==> src/rtl/rdi_pkg.sv <==
package rdi_pkg;
  localparam int CODE_W  = 3;
  localparam int NUM_DEF = 3;

  typedef enum int {
    DEF_SRV  = 0,
    DEF_CONN = 1,
    DEF_PAY  = 2
  } defect_e;

  localparam logic [CODE_W-1:0] CODE_SRV_A = 3'b101;
  localparam logic [CODE_W-1:0] CODE_SRV_B = 3'b100;
  localparam logic [CODE_W-1:0] CODE_SRV_C = 3'b111;
  localparam logic [CODE_W-1:0] CODE_CONN  = 3'b110;
  localparam logic [CODE_W-1:0] CODE_PAY   = 3'b010;
endpackage

==> src/rtl/rdi_classify.sv <==
module rdi_classify
  import rdi_pkg::*;
(
  input  logic [CODE_W-1:0]  code,
  output logic [NUM_DEF-1:0] hit
);
  always_comb begin
    hit = '0;
    hit[DEF_SRV]  = (code == CODE_SRV_A) || (code == CODE_SRV_B) || (code == CODE_SRV_C);
    hit[DEF_CONN] = (code == CODE_CONN);
    hit[DEF_PAY]  = (code == CODE_PAY);
  end
endmodule

==> src/rtl/rdi_persist.sv <==
module rdi_persist #(
  parameter int PERSIST = 10
) (
  input  logic clk,
  input  logic rst_n,
  input  logic take,
  input  logic hit,
  output logic level
);
  localparam int CNT_W = $clog2(PERSIST + 1);
  localparam logic [CNT_W-1:0] LAST = CNT_W'(PERSIST - 1);

  logic [CNT_W-1:0] run;

  // run counts consecutive samples disagreeing with the current level
  always_ff @(posedge clk) begin
    if (!rst_n) begin
      level <= 1'b0;
      run   <= '0;
    end else if (take) begin
      if (hit != level) begin
        if (run == LAST) begin
          level <= ~level;
          run   <= '0;
        end else begin
          run <= run + 1'b1;
        end
      end else begin
        run <= '0;
      end
    end
  end

  a_r8_idle_frozen: assert property (@(posedge clk) disable iff (!rst_n)
    !take |=> ($stable(level) && $stable(run)));

  a_r6_run_bounded: assert property (@(posedge clk) disable iff (!rst_n)
    run < CNT_W'(PERSIST));

  a_r2_rise_needs_hit: assert property (@(posedge clk) disable iff (!rst_n)
    $rose(level) |-> ($past(hit) && $past(take)));

  a_r3_fall_needs_miss: assert property (@(posedge clk) disable iff (!rst_n)
    $fell(level) |-> (!$past(hit) && $past(take)));
endmodule

==> src/rtl/rdi_path_rx_detector.sv <==
module rdi_path_rx_detector
  import rdi_pkg::*;
#(
  parameter int PERSIST = 10
) (
  input  logic              clk,
  input  logic              rst_n,
  input  logic              in_valid,
  output logic              in_ready,
  input  logic [CODE_W-1:0] in_code,
  input  logic              hold,
  input  logic              conn_mask,
  output logic              srv_defect,
  output logic              conn_defect,
  output logic              pay_defect
);
  logic [NUM_DEF-1:0] hit;
  logic [NUM_DEF-1:0] lvl;
  logic               take;

  assign in_ready = ~hold;
  assign take     = in_valid & in_ready;

  rdi_classify u_cls (
    .code (in_code),
    .hit  (hit)
  );

  for (genvar d = 0; d < NUM_DEF; d++) begin : g_def
    rdi_persist #(.PERSIST(PERSIST)) u_flt (
      .clk   (clk),
      .rst_n (rst_n),
      .take  (take),
      .hit   (hit[d]),
      .level (lvl[d])
    );
  end

  assign srv_defect  = lvl[DEF_SRV];
  assign conn_defect = lvl[DEF_CONN] & ~conn_mask;
  assign pay_defect  = lvl[DEF_PAY];

  // a run that declares one class is a terminating run for the others
  a_r4_classes_exclusive: assert property (@(posedge clk) disable iff (!rst_n)
    $onehot0(lvl));

  a_r9_hold_freezes: assert property (@(posedge clk) disable iff (!rst_n)
    hold |=> ($stable(srv_defect) && $stable(pay_defect)));

  a_r10_mask_blocks: assert property (@(posedge clk) disable iff (!rst_n)
    conn_mask |-> !conn_defect);
endmodule

==> config.mk <==
export PLATFORM = sky130hd
export DESIGN_NAME = rdi_path_rx_detector
export DESIGN_NICKNAME = d
export VERILOG_FILES = /design/src/rtl/rdi_pkg.sv /design/src/rtl/rdi_classify.sv /design/src/rtl/rdi_persist.sv /design/src/rtl/rdi_path_rx_detector.sv
export SDC_FILE = /design/constraint.sdc
export NUM_CORES = 1
export LEC_CHECK = 0
export ABC_AREA = 1
export BUFFER_PORTS_ARGS = -buffer_cell sky130_fd_sc_hd__buf_2
export CAP_MARGIN = 30
export CORE_UTILIZATION = 55
export DETAILED_ROUTE_END_ITERATION = 8
export PLACE_DENSITY = 0.76
export SETUP_SLACK_MARGIN = 0.3
export SYNTH_ARGS = -nofsm -noshare
export SYNTH_HDL_FRONTEND = slang
export SYNTH_SLANG_ARGS = --single-unit
export TNS_END_PERCENT = 50
==> constraint.sdc <==
create_clock -name clk -period 1.4 [get_ports clk]
set_input_delay 0.28 -clock clk [delete_from_list [all_inputs] [get_ports clk]]
set_output_delay 0.28 -clock clk [all_outputs]
set_load 0.05 [all_outputs]
======== After elaboration in Yosys (flattened, before gate mapping) ========
Cells that the tools add are included.
operators by class
  add/subtract/negate cells ............... 3
  $mul .................................... 0
  div/mod/pow operators ................... 0
  magnitude comparators ................... 0
  equal/unequal tests ..................... 11
  shift-type cells ........................ 0
  muxes and demuxes ....................... 6
  bitwise operators ....................... 7
  reduce and logical (&&, ||, !) cells .... 5
operator list
  cell                                                                   number
  4-bit 2-to-1 mux                                                       6
  4-bit by 1-bit adder with 4-bit output, second input constant          3
  3-bit equality test, second input constant                             4
  4-bit equality test, second input constant                             3
  3-bit AND reduction                                                    3
  1-bit NOT                                                              5
  3-bit by 2-bit equality test with 1-bit output, second input constant  1
  1-bit != test                                                          3
  1-bit bitwise AND                                                      2
  1-bit logical OR                                                       2
word-level totals
  flip-flop bits (word level) ............. 15
  latch bits .............................. 0
  bits in writable memories ............... 0
  ROM bits ................................ 0
  output and inout port bits .............. 4
  memories kept ........................... 0

======== Depth between registers and ports, before layout ========
  depth after elaboration ................. 5
  gate-level depth with buffers ........... 9

======== Modules after synthesis ========
From an unflattened synthesis, not the netlist that was laid out.
unflattened totals
  cells, all modules ...................... 137
  area, all modules ....................... 880.8 um^2
modules (own cells, without submodules)
  module                instances  cells each  area each (um^2)  seq. area each (um^2)
  rdi_persist           3          42          277.8             100.1
  rdi_classify          1          6           23.8              0.0
  rdi_path_rx_detector  1          5           23.8              0.0

======== Worst setup path before layout ========
No wires, ideal clock.
  kind .................................... reg2out
  start point ............................. register g_def[1].u_flt.level
  end point ............................... output port conn_defect
  data arrival time ....................... 1.014 ns
  data required time ...................... 1.120 ns
  path slack .............................. 0.106 ns
  stages on the path, launching flop included .. 3
  buffers on the path ..................... 0
  path through ............................ dfxtp_1 inv_1 nor2_1
on the way
  word-level cells in the longest chain between the ends .. 1
RTL lines
  element                 line                        text
  from (decl)             rdi_persist.sv:8            output logic level
  from (signal assigned)  rdi_persist.sv:23           level <= ~level;
  1-bit bitwise AND       rdi_path_rx_detector.sv:40  assign conn_defect = lvl[DEF_CONN] & ~conn_mask;
  to (decl)               rdi_path_rx_detector.sv:14  output logic conn_defect,
Every way passes these cells.

======== Final worst setup path ========
Ends and elaborated chain as after synthesis.

==> impl_results.md <==
- Result of the run: completed
- Critical setup path kind: flip-flop to output pin
- Termination of the worst setup path: conn_defect
- Most numerous cell types in the synthesized netlist: sky130_fd_sc_hd__nand2_1 (31), sky130_fd_sc_hd__inv_1 (20), sky130_fd_sc_hd__a21oi_1 (17)
- Fraction of the yosys area taken by sequential cells: 33.1%
- Slew Viols, Final: 0
- Largest net degree at the start of global routing: 20
- Global route overflow: 0
- Number of logic stages on the critical path including buffering: 3
- Number of synthesized flops with an enable pin: 0
- Placement Cell Area: 980 um2
- Number of CTS-inserted buffers: 3
- Cell total after placement: 164
- Crit-path slowest cell: sky130_fd_sc_hd__dfxtp_2
- Prevailing post-synth register cell: sky130_fd_sc_hd__dfxtp_1
- Number of iterations in the first detailed-routing pass: 4
- Data required time of the worst path: 1120 ps
- Total buffers and inverters traversed by the critical path: 2
- Synthesized area: 907 um2
- Power density over the cells: 615 nW/um2
- Iteration-0 DRC Markers: 22
- Top cell type's share of synthesized area: 33.1%
- Worst clock skew: 6.15 ps
- Area of the die: 1820 um2
- Vias per Instance: 5.32
- Cell count after synthesis: 138
- Crit path largest cell delay: 360 ps
- Cell type with the highest aggregate area in the netlist: sky130_fd_sc_hd__dfxtp_1
- Signed area change from the synthesized netlist to the final layout: 38.6%
- Reg-to-reg startpoint: g_def[0].u_flt.run[1]$_SDFFE_PN0N_
- Vias in the first global route: 919
- Clock Root Buffer: sky130_fd_sc_hd__clkbuf_4
- Final antenna-violating net count: 0
- Crit-path max FO: 3
- Wire length after detailed routing: 2220 um
- Minimum clock period: 1230 ps
- CTS tree: done
- Unique cell type count in the Yosys netlist: 16
- Most instantiated library cell after synthesis: sky130_fd_sc_hd__nand2_1
- DIE WIDTH: 42.6 um
- Count of buffers from port buffering: 11
- Setup violators final: 0
- Leakage: 0.530 nW
- Hold violation count in the final report: 0
- Site row count: 14
- # fillers: 96
- RSZ-0062 raised after global routing: true
- Routed via count: 931
- Critical R2R Capture: g_def[0].u_flt.run[3]$_SDFFE_PN0N_
- Async set-or-reset flop fraction in the synthesized netlist: 0%
- Final worst slack: 166 ps
- Global placement routability congestion: 0.752
- Synthesized area divided by synthesized cell count: 6.57 um2
- Starting density of the core: 59.5%
- Series of cell instances along the critical path: inv_2 -> nor2_4 -> buf_6
- Total core area: 1520 um2
- Type of the worst min-delay path: input pin to flip-flop
- Number of buffers between clock root and the deepest sink: 2
- Worst Setup SP: g_def[1].u_flt.level$_SDFFE_PN0P_
- Count of hold-fix buffers inserted at cts: 0
- Relative slew margins: 78.7%
- Fmax: 810 MHz
- N_diodes: 0
- Worst voltage drop across the vdd grid: 730 uV
- Avg WL per Cell: 12.7 um
- Number of levels the H-tree was split into: 1
- Final setup TNS: 0 ps
- Crit path arrival time: 950 ps
- Worst-case reg-to-reg path depth: 7
- Total global routing track utilization: 26.7%
- Detailed Place HPWL: 1330 um
- Die Y: 42.6 um
- Worst slew pin tran: 319 ps
- Number of nets in the synthesized netlist: 152
- Final Power: 773 uW
- Fin crit share: 88.2%
- Number of antenna violations at the first check in global routing: 0
- Category of the worst setup path capture point: output pin
- Flop2flop setup slack: 280 ps
- Ports placed on the boundary: 12
- Leading cell types by total area after synthesis: sky130_fd_sc_hd__dfxtp_1 (33%), sky130_fd_sc_hd__nand2_1 (13%), sky130_fd_sc_hd__a21oi_1 (9.4%)
- Total clock sinks: 15
- Post-route DRC: 0
- Kind of start point of the critical path: flip-flop
- Cell area after layout: 1260 um2
- Number of warning messages in the yosys log: 0
- Flops & latches, synth: 15
- Non-filler instance count after layout: 175
- Latest clock arrival within the worst-skew pair: 290 ps
- Clock transition time at the flip-flop clock pins of the worst setup and hold paths: 80 ps
- Ratio of cells with drive above 1 in the final layout: 40.9%
- Minimum setup slack after placement: 173 ps
- Crit-path leading delay family: flip-flops
- Max-cap violations: 0
- Wire length of the first global-routing pass: 3640 um
- # nets final: 174
==> repair_timing <==
| action | in CTS | in global routing |
|---|---|---|
| setup endpoints to repair | 18 | 17 |
| resized for setup | 32 | 31 |
| pin swaps | 12 | 13 |
| setup buffers | 6 | 1 |
==> layout make-up <==
cell class	count	area [um2]	area share, %
Clock buffer	4	26.3	2.09
Inverter	24	90.1	7.16
Multi-Input combinational cell	98	656	52.1
Sequential cell	15	324	25.8
Tap cell	16	20.0	1.59
Timing Repair Buffer	18	141	11.2
==> through the flow <==
step                hold slack (ps)  util [%]
floorplan                       411         -
global placement                485      64.3
detailed placement              494      64.3
CTS                             287      74.6
global route                    330      82.5
finish                          293      82.5
==> worst reg2reg max path, stage by stage (launching register included) <==
cell and delay, ps:
sky130_fd_sc_hd__dfxtp_2 350, sky130_fd_sc_hd__inv_2 40, sky130_fd_sc_hd__ha_4 140, sky130_fd_sc_hd__nand2_2 80
sky130_fd_sc_hd__nor2_2 60, sky130_fd_sc_hd__nor2_2 160, sky130_fd_sc_hd__nand3_1 100, sky130_fd_sc_hd__a21oi_1 140
==> power by group <==
part	internal, mW	leakage [nW]	switching [mW]
Combinational	0.0328	0.388	0.0658
Clock	0.111	0.0150	0.139
Sequential	0.422	0.127	0.00347
==> metal layers <==
layer	part of all wire (%)	routed length, um	global-route usage (%)	vias up
met3	2.8	63	3.02	7
met1	40	897	28.5	421
met4	2.3	50	14.4	0
li1	-	-	-	486
met2	54	1210	50.2	17
met5	0	0	0	-
==> cells in the final DEF (no fill, tap or decap), drive strengths merged <==
cell    synthesis  layout
a21oi          17      17
nor2           11      11
nand3          14      14
ha              6       6
o21ai           8       8
inv            24      24
nand4           3       3
dfxtp          15      15
nor3            4       4
buf             1      18
clkbuf          0       4
nand2          35      35
==> state kept, by name, summed over array words and instances, names as in the netlist <==
signal             count
g_def.u_flt.level      3
g_def.u_flt.run       12
==> logic make-up after synthesis <==
logic type | count (synthesis) | share of synthesized area [%]
AO/OA/AOI/OAI | 25 | 13.8
adder cells (fa/ha/maj) | 6 | 8.28
buffers and inverters | 25 | 10.8
AND/OR/NAND/NOR | 67 | 34.1
flip-flops | 15 | 33.1
==> how the worst min path moves through the flow <==
| stage | from | endpoint | depth (start not counted) |
|---|---|---|---|
| floorplan | rst_n | g_def[0].u_flt.level$_SDFFE_PN0P_ | 2 |
| global placement | g_def[2].u_flt.run[3]$_SDFFE_PN0N_ | g_def[2].u_flt.run[3]$_SDFFE_PN0N_ | 2 |
| detailed placement | g_def[0].u_flt.run[3]$_SDFFE_PN0N_ | g_def[0].u_flt.run[3]$_SDFFE_PN0N_ | 2 |
| CTS | in_code[2] | g_def[0].u_flt.level$_SDFFE_PN0P_ | 3 |
| global route | rst_n | g_def[0].u_flt.run[2]$_SDFFE_PN0N_ | 3 |
| finish | in_code[2] | g_def[0].u_flt.level$_SDFFE_PN0P_ | 3 |
Power figures use the tool's default switching activity.
